[src/rtl/cmp_intr_timer_pkg.sv]
package cmp_intr_timer_pkg;

  localparam int ADDR_W = 2;
  localparam int NUM_CH = 2;

  typedef enum logic [ADDR_W-1:0] {
    A_SUP_CMP = 2'd0,
    A_HYP_CMP = 2'd1,
    A_HYP_PND = 2'd2,
    A_UNUSED  = 2'd3
  } reg_addr_e;

  localparam int CH_SUP = 0;
  localparam int CH_HYP = 1;

endpackage

[src/rtl/cit_counter.sv]
module cit_counter #(
  parameter int CNT_W = 63
) (
  input  logic             clk,
  input  logic             rst,
  output logic [CNT_W-1:0] cnt_o
);

  logic [CNT_W-1:0] cnt_q;

  always_ff @(posedge clk) begin
    if (rst) cnt_q <= '0;
    else     cnt_q <= cnt_q + CNT_W'(1);
  end

  assign cnt_o = cnt_q;


  cnt_step_chk: assert property (@(posedge clk) disable iff (rst)
    !$past(rst) |-> cnt_q == CNT_W'($past(cnt_q) + 1'b1));

endmodule

[src/rtl/cit_channel.sv]
module cit_channel #(
  parameter int CNT_W = 63,
  localparam int DW   = CNT_W + 1
) (
  input  logic             clk,
  input  logic             rst,
  input  logic             wr_i,
  input  logic [DW-1:0]    wdata_i,
  input  logic [CNT_W-1:0] cnt_i,
  output logic [DW-1:0]    cmp_o,
  output logic             fire_o
);

  localparam logic [DW-1:0] CMP_RST = {1'b1, {CNT_W{1'b0}}};

  logic [DW-1:0] cmp_q;
  logic          hit;
  logic          off;

  always_ff @(posedge clk) begin
    if (rst)       cmp_q <= CMP_RST;
    else if (wr_i) cmp_q <= wdata_i;
  end

  assign off    = cmp_q[CNT_W];
  assign hit    = (cnt_i == cmp_q[CNT_W-1:0]);
  // a rewrite in the match cycle drops the match armed on the old value
  assign fire_o = hit & ~off & ~wr_i;
  assign cmp_o  = cmp_q;


  cmp_reset_chk: assert property (@(posedge clk)
    rst |=> cmp_q == CMP_RST);

endmodule

[src/rtl/cmp_intr_timer.sv]
module cmp_intr_timer
  import cmp_intr_timer_pkg::*;
#(
  parameter int CNT_W = 63,
  localparam int DW   = CNT_W + 1
) (
  input  logic              clk,
  input  logic              rst,
  input  logic              bus_we,
  input  logic [ADDR_W-1:0] bus_addr,
  input  logic [DW-1:0]     bus_wdata,
  output logic [DW-1:0]     bus_rdata,
  output logic              tick_set_o,
  output logic              hv_irq_o
);

  logic [CNT_W-1:0]  cnt;
  logic [DW-1:0]     cmp   [NUM_CH];
  logic [NUM_CH-1:0] fire;
  logic [NUM_CH-1:0] ch_wr;

  logic          pend_q;
  logic          pend_d;
  logic          pend_wr;
  logic          tick_q;
  logic [DW-1:0] rdata_q;

  cit_counter #(.CNT_W(CNT_W)) u_cnt (
    .clk   (clk),
    .rst   (rst),
    .cnt_o (cnt)
  );

  for (genvar g = 0; g < NUM_CH; g++) begin : g_ch
    assign ch_wr[g] = bus_we && (bus_addr == ADDR_W'(g));
    cit_channel #(.CNT_W(CNT_W)) u_ch (
      .clk     (clk),
      .rst     (rst),
      .wr_i    (ch_wr[g]),
      .wdata_i (bus_wdata),
      .cnt_i   (cnt),
      .cmp_o   (cmp[g]),
      .fire_o  (fire[g])
    );
  end

  assign pend_wr = bus_we && (bus_addr == A_HYP_PND);

  // a write of 1 wins trivially; a write of 0 loses to a same-cycle match
  always_comb begin
    if (pend_wr) pend_d = bus_wdata[0] | fire[CH_HYP];
    else         pend_d = pend_q | fire[CH_HYP];
  end

  always_ff @(posedge clk) begin
    if (rst) begin
      pend_q <= 1'b0;
      tick_q <= 1'b0;
    end else begin
      pend_q <= pend_d;
      tick_q <= fire[CH_SUP];
    end
  end

  always_ff @(posedge clk) begin
    if (rst) begin
      rdata_q <= '0;
    end else begin
      unique case (bus_addr)
        A_SUP_CMP: rdata_q <= cmp[CH_SUP];
        A_HYP_CMP: rdata_q <= cmp[CH_HYP];
        A_HYP_PND: rdata_q <= {{CNT_W{1'b0}}, pend_q};
        default:   rdata_q <= '0;
      endcase
    end
  end

  assign bus_rdata  = rdata_q;
  assign tick_set_o = tick_q;
  assign hv_irq_o   = pend_q;


  out_reset_chk: assert property (@(posedge clk)
    rst |=> (!tick_set_o && !hv_irq_o));


  tick_match_chk: assert property (@(posedge clk) disable iff (rst)
    (!$past(rst) && tick_set_o) |->
      ($past(cnt) == $past(cmp[CH_SUP][CNT_W-1:0])));


  tick_off_chk: assert property (@(posedge clk) disable iff (rst)
    (!$past(rst) && $past(cmp[CH_SUP][CNT_W])) |-> !tick_set_o);


  tick_single_chk: assert property (@(posedge clk) disable iff (rst)
    tick_set_o |=> !tick_set_o);


  pend_hold_chk: assert property (@(posedge clk) disable iff (rst)
    (pend_q && !pend_wr) |=> pend_q);


  pend_wr1_chk: assert property (@(posedge clk) disable iff (rst)
    (pend_wr && bus_wdata[0]) |=> pend_q);

endmodule

[config.mk]
export PLATFORM = sky130hd
export DESIGN_NAME = cmp_intr_timer
export DESIGN_NICKNAME = d
export VERILOG_FILES = /design/src/rtl/cmp_intr_timer_pkg.sv /design/src/rtl/cit_counter.sv /design/src/rtl/cit_channel.sv /design/src/rtl/cmp_intr_timer.sv
export SDC_FILE = /design/constraint.sdc
export NUM_CORES = 1
export LEC_CHECK = 0
export ABC_AREA = 1
export BUFFER_PORTS_ARGS = -buffer_cell sky130_fd_sc_hd__buf_4
export CAP_MARGIN = 10
export CORE_AREA = 3 3 147 292
export DETAILED_ROUTE_END_ITERATION = 7
export DIE_AREA = 0 0 150 295
export MAX_ROUTING_LAYER = met4
export SLEW_MARGIN = 20
export SYNTH_ARGS = -nofsm -noshare
export SYNTH_HDL_FRONTEND = slang
export SYNTH_SLANG_ARGS = --single-unit
export TNS_END_PERCENT = 50
[constraint.sdc]
create_clock -name clk -period 2.1 [get_ports clk]
set_input_delay 0.63 -clock clk [delete_from_list [all_inputs] [get_ports clk]]
set_output_delay 0.63 -clock clk [all_outputs]
set_load 0.01 [all_outputs]
# Word-level counts from Yosys, hierarchy flattened
# Cells that the tools add are included.
[op_classes]
n_eq_ne = 4
addsub = 1
reduce_logical = 4
bitwise = 10
mux = 2
[ops]
columns = ["op", "count"]
rows = [
  ["64-bit case mux with 3 select lines", 1],
  ["63-bit equality test", 2],
  ["63-bit by 1-bit adder with 63-bit output (second input constant)", 1],
  ["1-bit AND", 4],
  ["1-bit inverter", 4],
  ["1-bit logical AND", 3],
  ["2-bit by 1-bit equality test with 1-bit output (second input constant)", 1],
  ["2-bit equality test (second input constant)", 1],
  ["2-bit logical NOT", 1],
  ["1-bit OR", 2],
  ["1-bit two-way mux", 1],
]
[totals]
regBits = 257
word_cells = 27

# Logic depth before layout (Yosys ltp)
# Gate-level depths: netlist of run 1.
[logic_depth]
word_depth = 6
ltp_mapped = 11

# Hierarchy
# A second synthesis of run 1 with hierarchy kept.
[unflattened]
hier_cells = 2024
area_unflattened_um2 = 12881.1
[modules_own_cells]
columns = ["module", "cells_per_inst", "area_each_um2", "n_inst", "seq_area_each_um2"]
rows = [
  ["cit_channel", 534, 3310.7, 2, 1281.2],
  ["cit_counter", 659, 3951.3, 1, 1261.2],
  ["cmp_intr_timer", 297, 2308.5, 1, 1321.3],
]

# Worst setup path after synthesis of run 1
# No wires, ideal clock.
[synth_timing]
path_type = "input to register"
startpoint = "input port bus_we"
endpoint = "register g_ch[1].u_ch.cmp_q[12]"
t_required_ns = 1.972
path_slack_ns = 0.405
setup_ns = 0.128
cell_stages = 5
arrival_ns = 1.567
cell_sequence = "clkbuf_1 nand2_1 clkbuf_1 clkbuf_1 a21oi_1"
[synth_via]
elab_chain_len = 1
[synth_lines]
columns = ["item", "line_no", "source"]
rows = [
  ["from (decl)", "cmp_intr_timer.sv:9", "input logic bus_we,"],
  ["1-bit logical AND", "cmp_intr_timer.sv:35", "assign ch_wr[g] = bus_we && (bus_addr == ADDR_W'(g));"],
  ["to (signal assigned)", "cit_channel.sv:22", "else if (wr_i) cmp_q <= wdata_i;"],
  ["to (decl)", "cit_channel.sv:16", "logic [DW-1:0] cmp_q;"],
]
# Every way passes these cells.
# A chain may end at the register's enable or synchronous reset.

# Worst setup path after layout of run 1
[layout_timing]
startpoint = "register u_cnt.cnt_q[38], in the netlist u_cnt.cnt_o[38]"
endpoint = "register u_cnt.cnt_q[55], in the netlist u_cnt.cnt_o[55]"
[layout_via]
elab_chain_len = 1
[layout_lines]
columns = ["item", "line_no", "source"]
rows = [
  ["from (decl)", "cit_counter.sv:9", "logic [CNT_W-1:0] cnt_q;"],
  ["from (signal assigned)", "cit_counter.sv:13", "else cnt_q <= cnt_q + CNT_W'(1);"],
  ["63-bit by 1-bit adder with 63-bit output", "cit_counter.sv:13", ""],
]
# Every way passes these cells.

==> results of run 1 <==
## cell families (layout without fill, tap and decap cells)
| group | Yosys count | in the layout | share of synthesized area, % |
|---|---|---|---|
| AO/OA/AOI/OAI | 387 | 387 | 16.1 |
| XOR/XNOR | 34 | 34 | 2.44 |
| adder cells (fa/ha/maj) | 1 | 1 | 0.102 |
| buffers and inverters | 258 | 434 | 8.06 |
| flip-flops | 257 | 257 | 42.1 |
| multiplexers | 1 | 1 | 0.0922 |
| other | 0 | 1 | 0 |
| AND/OR/NAND/NOR | 857 | 857 | 31.0 |
## cells in the final DEF (no fill, tap or decap), drive strengths merged, types with 2 or more instances in the layout
cell type	n
buf	207
nor3	42
o21ai	159
clkbuf	31
inv	181
xnor2	15
a21oi	207
clkinv	8
nand4	35
nor2	220
xor2	19
nor4	2
nor3b	3
dfxtp	257
bufinv	5
nand3	71
or2	6
o22ai	18
nand2	477
clkinvlp	2
## power breakdown
| part | internal [mW] | total [mW] | switching, mW |
|---|---|---|---|
| clock | 3.03 | 5.23 | 2.19 |
| combinational | 0.385 | 1.04 | 0.656 |
| sequential | 5.03 | 5.15 | 0.125 |
| total | 8.45 | 11.4 | 2.97 |
## final timing paths
| check | cells past startpoint | endpoint | from |
|---|---|---|---|
| worst max register to register | 7 | u_cnt.cnt_o[55] | u_cnt.cnt_o[38] |
| worst min-delay path | 3 | g_ch[0].u_ch.cmp_o[63] | bus_wdata[63] |
| worst min register to register | 2 | bus_rdata[45] | g_ch[1].u_ch.cmp_o[45] |
| worst max-delay path | 7 | u_cnt.cnt_o[55] | u_cnt.cnt_o[38] |
## timing repair
action	CTS	global route
setup buffers	0	0
endpoints found under the setup margin	0	1
resized for setup	0	1
## stage by stage
stage               utilization (%)  cells  total power [mW]  hold slack [ns]
floorplan                         -   1795              5.77            0.439
global placement               34.9   2458              6.29            0.446
detailed placement             34.9   2458              6.30            0.454
CTS                            37.1   2506              11.5            0.269
global route                   37.2   2507              11.8            0.312
finish                         37.2   2507              11.4            0.293
## cells in the mapped netlist (5+ instances only)
master / n / area share [%]
xnor2_1: 15 / 1.1
clkbuf_1: 60 / 1.8
inv_1: 167 / 5.1
nor3_1: 28 / 1.1
buf_1: 6 / 0.18
nor2_1: 202 / 6.2
xor2_1: 19 / 1.4
nor2_2: 10 / 0.51
nand4_1: 35 / 1.8
a21oi_1: 206 / 8.4
nand2_2: 12 / 0.61
nor3_2: 11 / 0.90
nand2_1: 460 / 14
nand3_1: 69 / 2.8
nor2_4: 6 / 0.55
buf_2: 10 / 0.41
or2_2: 5 / 0.26
o21ai_0: 157 / 6.4
inv_2: 11 / 0.34
dfxtp_1: 257 / 42
o22ai_1: 18 / 0.92
nand2_4: 5 / 0.46
## state kept, by name (all words and copies together) (netlist names)
register,flops
u_cnt.cnt_o,63
hv_irq_o,1
g_ch.u_ch.cmp_o,128
tick_set_o,1
bus_rdata,64
## cell type report
cell class,instances,area (um2)
Timing Repair Buffer,207,1690
Fill cell,4476,25800
Sequential cell,257,5140
Clock inverter,17,240
Tap cell,535,669
Clock buffer,31,701
Antenna cell,1,2.50
Inverter,179,672
Multi-Input combinational cell,1280,6110
## worst reg2reg max path, delay by kind of cell, from the launching register on
kind / cells / cell delay, ns
AND/OR/NAND/NOR: 6 / 1.29
flip-flops: 1 / 0.54
AO/OA/AOI/OAI: 1 / 0.05
## metal layers
layer  vias up  global-route usage [%]  wire, um
met1      5882                    23.3     18300
met3        93                    2.09      1550
met2       302                    46.1     29300
met5         -                       -         0
met4         0                    12.9      3340
li1       6118                       -         -
==> flow_metrics.tcl, run 1 <==
set metrics [dict create \
    cp-start-kind "flip-flop" \
    synth.distinct_cells 40 \
    clk_pin_slew_ns 0.07 \
    cp.required_ns 2.54 \
    grt_max_degree 93 \
    yosys_warnings 0 \
    syn-cell-area_um2 12200 \
    synthCells 1795 \
    skew_ns 0.0167 \
    reg2reg_setup_slack_ns 0.11 \
    viasPerCell 4.94 \
    start_util_pct 29.8 \
    fin_crit_sh_pct 94.6 \
    rows 105 \
    period_minus_slack_ns 1.99 \
    worst_pin_slew_ns 0.492 \
    min_path_type "in2reg" \
    fin_ws_ns 0.113 \
    crit_arrival_ns 2.43 \
    cts_tree "done" \
    post-dp-hpwl_mm 41.4 \
    wl_per_cell_um 20.9 \
    finalWeightedCongestion 0.995 \
    io_buffers 134 \
    cts_root_buffer "clkbuf_16" \
    vdd.ir_drop.worst_mv 0.542 \
    endpoint_kind "flip-flop" \
    drv_slew 0 \
    ant_nets 0 \
    grt_use_total_pct 24.0 \
    antenna_found_initial 1 \
    slew_headroom_pct 67.0 \
    firstDrtPassIters 5 \
    max_freq_mhz 503 \
    ctsHtreeMaxLevel 1 \
    cp_top_family "simple AND/OR/NAND/NOR gates" \
    die_x_um 150 \
    critPathBufInv 0 \
    ys.flop_type "dfxtp_1" \
    syn_nets 1865 \
    yosysSeqAreaShare_pct 42.1 \
    synth_area_per_cell_um2 6.80 \
    hold_viol 0 \
    path_cells "nand2_1 -> nor3_1 -> nand2_1 -> nor2_1 -> nand3_1 -> nand2_1 -> a21oi_1" \
    slowest_delay_ns 0.54 \
    die_h_um 295 \
    stdcell_area_um2 15200 \
    core_area_um2 41000 \
    pre_cts_ws_ns 0.0975 \
    numCtsBuffers 26 \
    tns_ns 0 \
    nNetsFinal 2021 \
    drc 0 \
    status "complete, no violations" \
    path_common_cell "nand2_1" \
    layout-area-overhead-vs-synth_pct 24.7 \
    grt_remaining_overflow 0 \
    cts_buffer_depth 3 \
    ios 135 \
    power_density_nw_per_um2 750 \
    die_area_um2 44300 \
    path_max_fanout 5 \
    cp_slowest_cell "dfxtp_1" \
    async_flop_share_pct 0 \
    clk_latency_ns 0.56 \
    cts.sinks 257 \
    grt_pass1_vias 12366 \
    vias 12395 \
    rsz0062_at_grt "false" \
    drtIter0Drc 756 \
    postPlaceCellArea_um2 14300 \
    wl_mm 52.5 \
    synth-edff-count 0 \
    leakagePower_nw 5.90 \
    path_class "reg2reg" \
    holdBufCountCts 0 \
    ys_seq_elements 257 \
    drive_gt1_share_pct 16.8 \
    grt_pass1_wl_mm 77.1 \
    setup_viol 0 \
    maxCapViolCount 0 \
]
(Power assumes the default switching activity.)
==> run 2: changes to the inputs <==
--- a/config.mk
+++ b/config.mk
@@ -5,12 +5,11 @@
 export SDC_FILE = /design/constraint.sdc
 export NUM_CORES = 1
 export LEC_CHECK = 0
-export ABC_AREA = 1
 export BUFFER_PORTS_ARGS = -buffer_cell sky130_fd_sc_hd__buf_4
 export CAP_MARGIN = 10
-export CORE_AREA = 3 3 147 292
+export CORE_AREA = 3 3 141 280
 export DETAILED_ROUTE_END_ITERATION = 7
-export DIE_AREA = 0 0 150 295
+export DIE_AREA = 0 0 144 283
 export MAX_ROUTING_LAYER = met4
 export SLEW_MARGIN = 20
 export SYNTH_ARGS = -nofsm -noshare
==> flow_metrics.tcl, run 2 <==
set metrics [dict create \
    firstDrtPassIters 5 \
    io_buffers 134 \
    wl_per_cell_um 20.2 \
    grt_remaining_overflow 0 \
    final_common_cell "nand2_1" \
    cts_tree "done" \
    vias 10043 \
    syn-cell-area_um2 11200 \
    clk_latency_ns 0.53 \
    antenna_cells 0 \
    synth.distinct_cells 54 \
    cts_buffer_depth 3 \
    fin_crit_sh_pct 96.3 \
    yosysMostFrequentCell "nand2_1" \
    synth.area.top_cells "dfxtp_1 46%, nand2_1 9.3%, a21oi_1 7.1%, xnor2_1 6.8%, mux2i_1 5.8%" \
    cp_slowest_cell "or4_1" \
    fillers 3792 \
    clk_pin_slew_ns 0.07 \
    pre_cts_ws_ns -0.0294 \
    drv_slew 0 \
    grt_pass1_wl_mm 60.0 \
    skew_ns 0.0147 \
    grt_pass1_vias 10151 \
    antenna_found_initial 0 \
    path_max_fanout 9 \
    maxCapViolCount 0 \
    yosysTopAreaCell "dfxtp_1" \
    worst_pin_slew_ns 0.730 \
    rows 100 \
    tns_ns 0 \
    die_h_um 283 \
    ant_nets 0 \
    yosysSeqAreaShare_pct 45.7 \
    path_class "reg2reg" \
    rsz0062_at_grt "true" \
    ys_top_cells_by_count "278 x nand2_1, 257 x dfxtp_1, 159 x a21oi_1, 101 x nor2_1, 87 x xnor2_1" \
    endpoint_kind "flip-flop" \
    period_minus_slack_ns 2.02 \
    wl_mm 40.1 \
    setup_viol 0 \
    power_density_nw_per_um2 754 \
    die_x_um 144 \
    synth_area_per_cell_um2 8.44 \
    finalWeightedCongestion 1.00 \
    hold_viol 0 \
    cp_top_family "simple AND/OR/NAND/NOR gates" \
    ys.flop_type "dfxtp_1" \
    vdd.ir_drop.worst_mv 0.423 \
    grt_max_degree 92 \
    ios 135 \
    nNetsFinal 1584 \
    synthCells 1333 \
    async_flop_share_pct 0 \
    grt_use_total_pct 19.7 \
    die_area_um2 40800 \
    drc 0 \
    start_util_pct 30.1 \
    numCtsBuffers 24 \
    status "complete, no violations" \
    layout-area-overhead-vs-synth_pct 26.7 \
    viasPerCell 5.04 \
    holdWs_ns 0.326 \
    synth-edff-count 0 \
    stdcell_area_um2 14200 \
    ctsHtreeMaxLevel 1 \
    leakagePower_nw 5.60 \
    slowest_delay_ns 0.39 \
    critPathBufInv 2 \
    post-dp-hpwl_mm 30.5 \
    largest_register_ffs 128 \
    yosys_warnings 0 \
    ys_seq_elements 257 \
    core_area_um2 37400 \
    cp.required_ns 2.56 \
    drive_gt1_share_pct 21.3 \
    postPlaceCellArea_um2 13300 \
    slew_headroom_pct 51.4 \
    cp-start-kind "flip-flop" \
    path_cells "nand4_1 -> nor4_4 -> nand4_2 -> buf_6 -> buf_4 -> or4_1 -> a21oi_1" \
    crit_arrival_ns 2.49 \
    synth_top_area_share_pct 45.7 \
    min_path_type "in2reg" \
    layout_common_cells "277 x nand2_1, 253 x dfxtp_1, 241 x buf_4, 157 x a21oi_1, 100 x nor2_1" \
    max_freq_mhz 494 \
    drtIter0Drc 706 \
    fin_ws_ns 0.0773 \
    syn_nets 1403 \
    cts.sinks 257 \
    cts_root_buffer "clkbuf_16" \
]
[run 2: metrics by stage]
step           util, %  std cells  total power [mW]
4_1_cts           37.9       1988              10.8
2_1_floorplan        -       1333              5.59
5_1_grt           38.1       1991              11.1
3_5_place_dp      35.6       1944              6.02
3_3_place_gp      35.6       1944              6.01
6_report          38.1       1991              10.7
[run 2: timing repair]
item,in CTS,in global routing
endpoints found under the setup margin,2,14
hold buffers,0,0
setup buffers,0,3
resized for setup,2,13
[run 2: logic make-up (layout without fill, tap and decap cells)]
logic type | Yosys count | in the layout | synth area share (%)
simple gates | 541 | 541 | 22.5
flops | 257 | 257 | 45.7
compound gates | 213 | 213 | 10.3
xor+xnor | 137 | 137 | 10.7
buf+inv | 119 | 318 | 4.82
mux | 65 | 65 | 5.79
fa+ha+maj | 1 | 1 | 0.111
[run 2: final timing paths]
kind | cells after the start | from | end | slack, ns
hold / removal | 3 | bus_wdata[63] | g_ch[0].u_ch.cmp_o[63] | 0.33
setup / recovery | 7 | u_cnt.cnt_o[5] | u_cnt.cnt_o[58] | 0.08
hold reg to reg | 2 | g_ch[1].u_ch.cmp_o[59] | g_ch[1].u_ch.cmp_o[59] | 0.48
setup reg to reg | 7 | u_cnt.cnt_o[5] | u_cnt.cnt_o[58] | 0.08
[run 2: final cells by class]
cell class | count | area, um2 | area share [%]
multi-input cells | 957 | 5620 | 39.4
inverters | 25 | 93.8 | 0.659
flip-flops and latches | 257 | 5150 | 36.1
clock buffers | 32 | 662 | 4.65
repair buffers | 249 | 1950 | 13.7
clock inverters | 12 | 196 | 1.38
well taps | 459 | 574 | 4.03
[run 2: metal layers]
layer | GRT usage [%] | vias to the layer above | share of wire, %
met5 | - | - | 0
met4 | 11.7 | 0 | 7.0
met3 | 2.13 | 114 | 3.4
met2 | 36.4 | 274 | 55
met1 | 19.2 | 4800 | 34
li1 | - | 4855 | -
[run 2: worst reg2reg max path: stages, from the launching register on]
cell and delay (ns):
dfxtp_1 0.36, nand4_1 0.24, nor4_4 0.36, nand4_2 0.15, buf_6 0.17, buf_4 0.14, or4_1 0.39, a21oi_1 0.15
[run 2: where the power goes]
group | internal [mW] | total (mW) | leakage (nW) | switching (mW)
Clock | 2.85 | 4.83 | 0.409 | 1.99
Sequential | 4.98 | 5.08 | 2.08 | 0.108
Combinational | 0.348 | 0.827 | 3.10 | 0.480
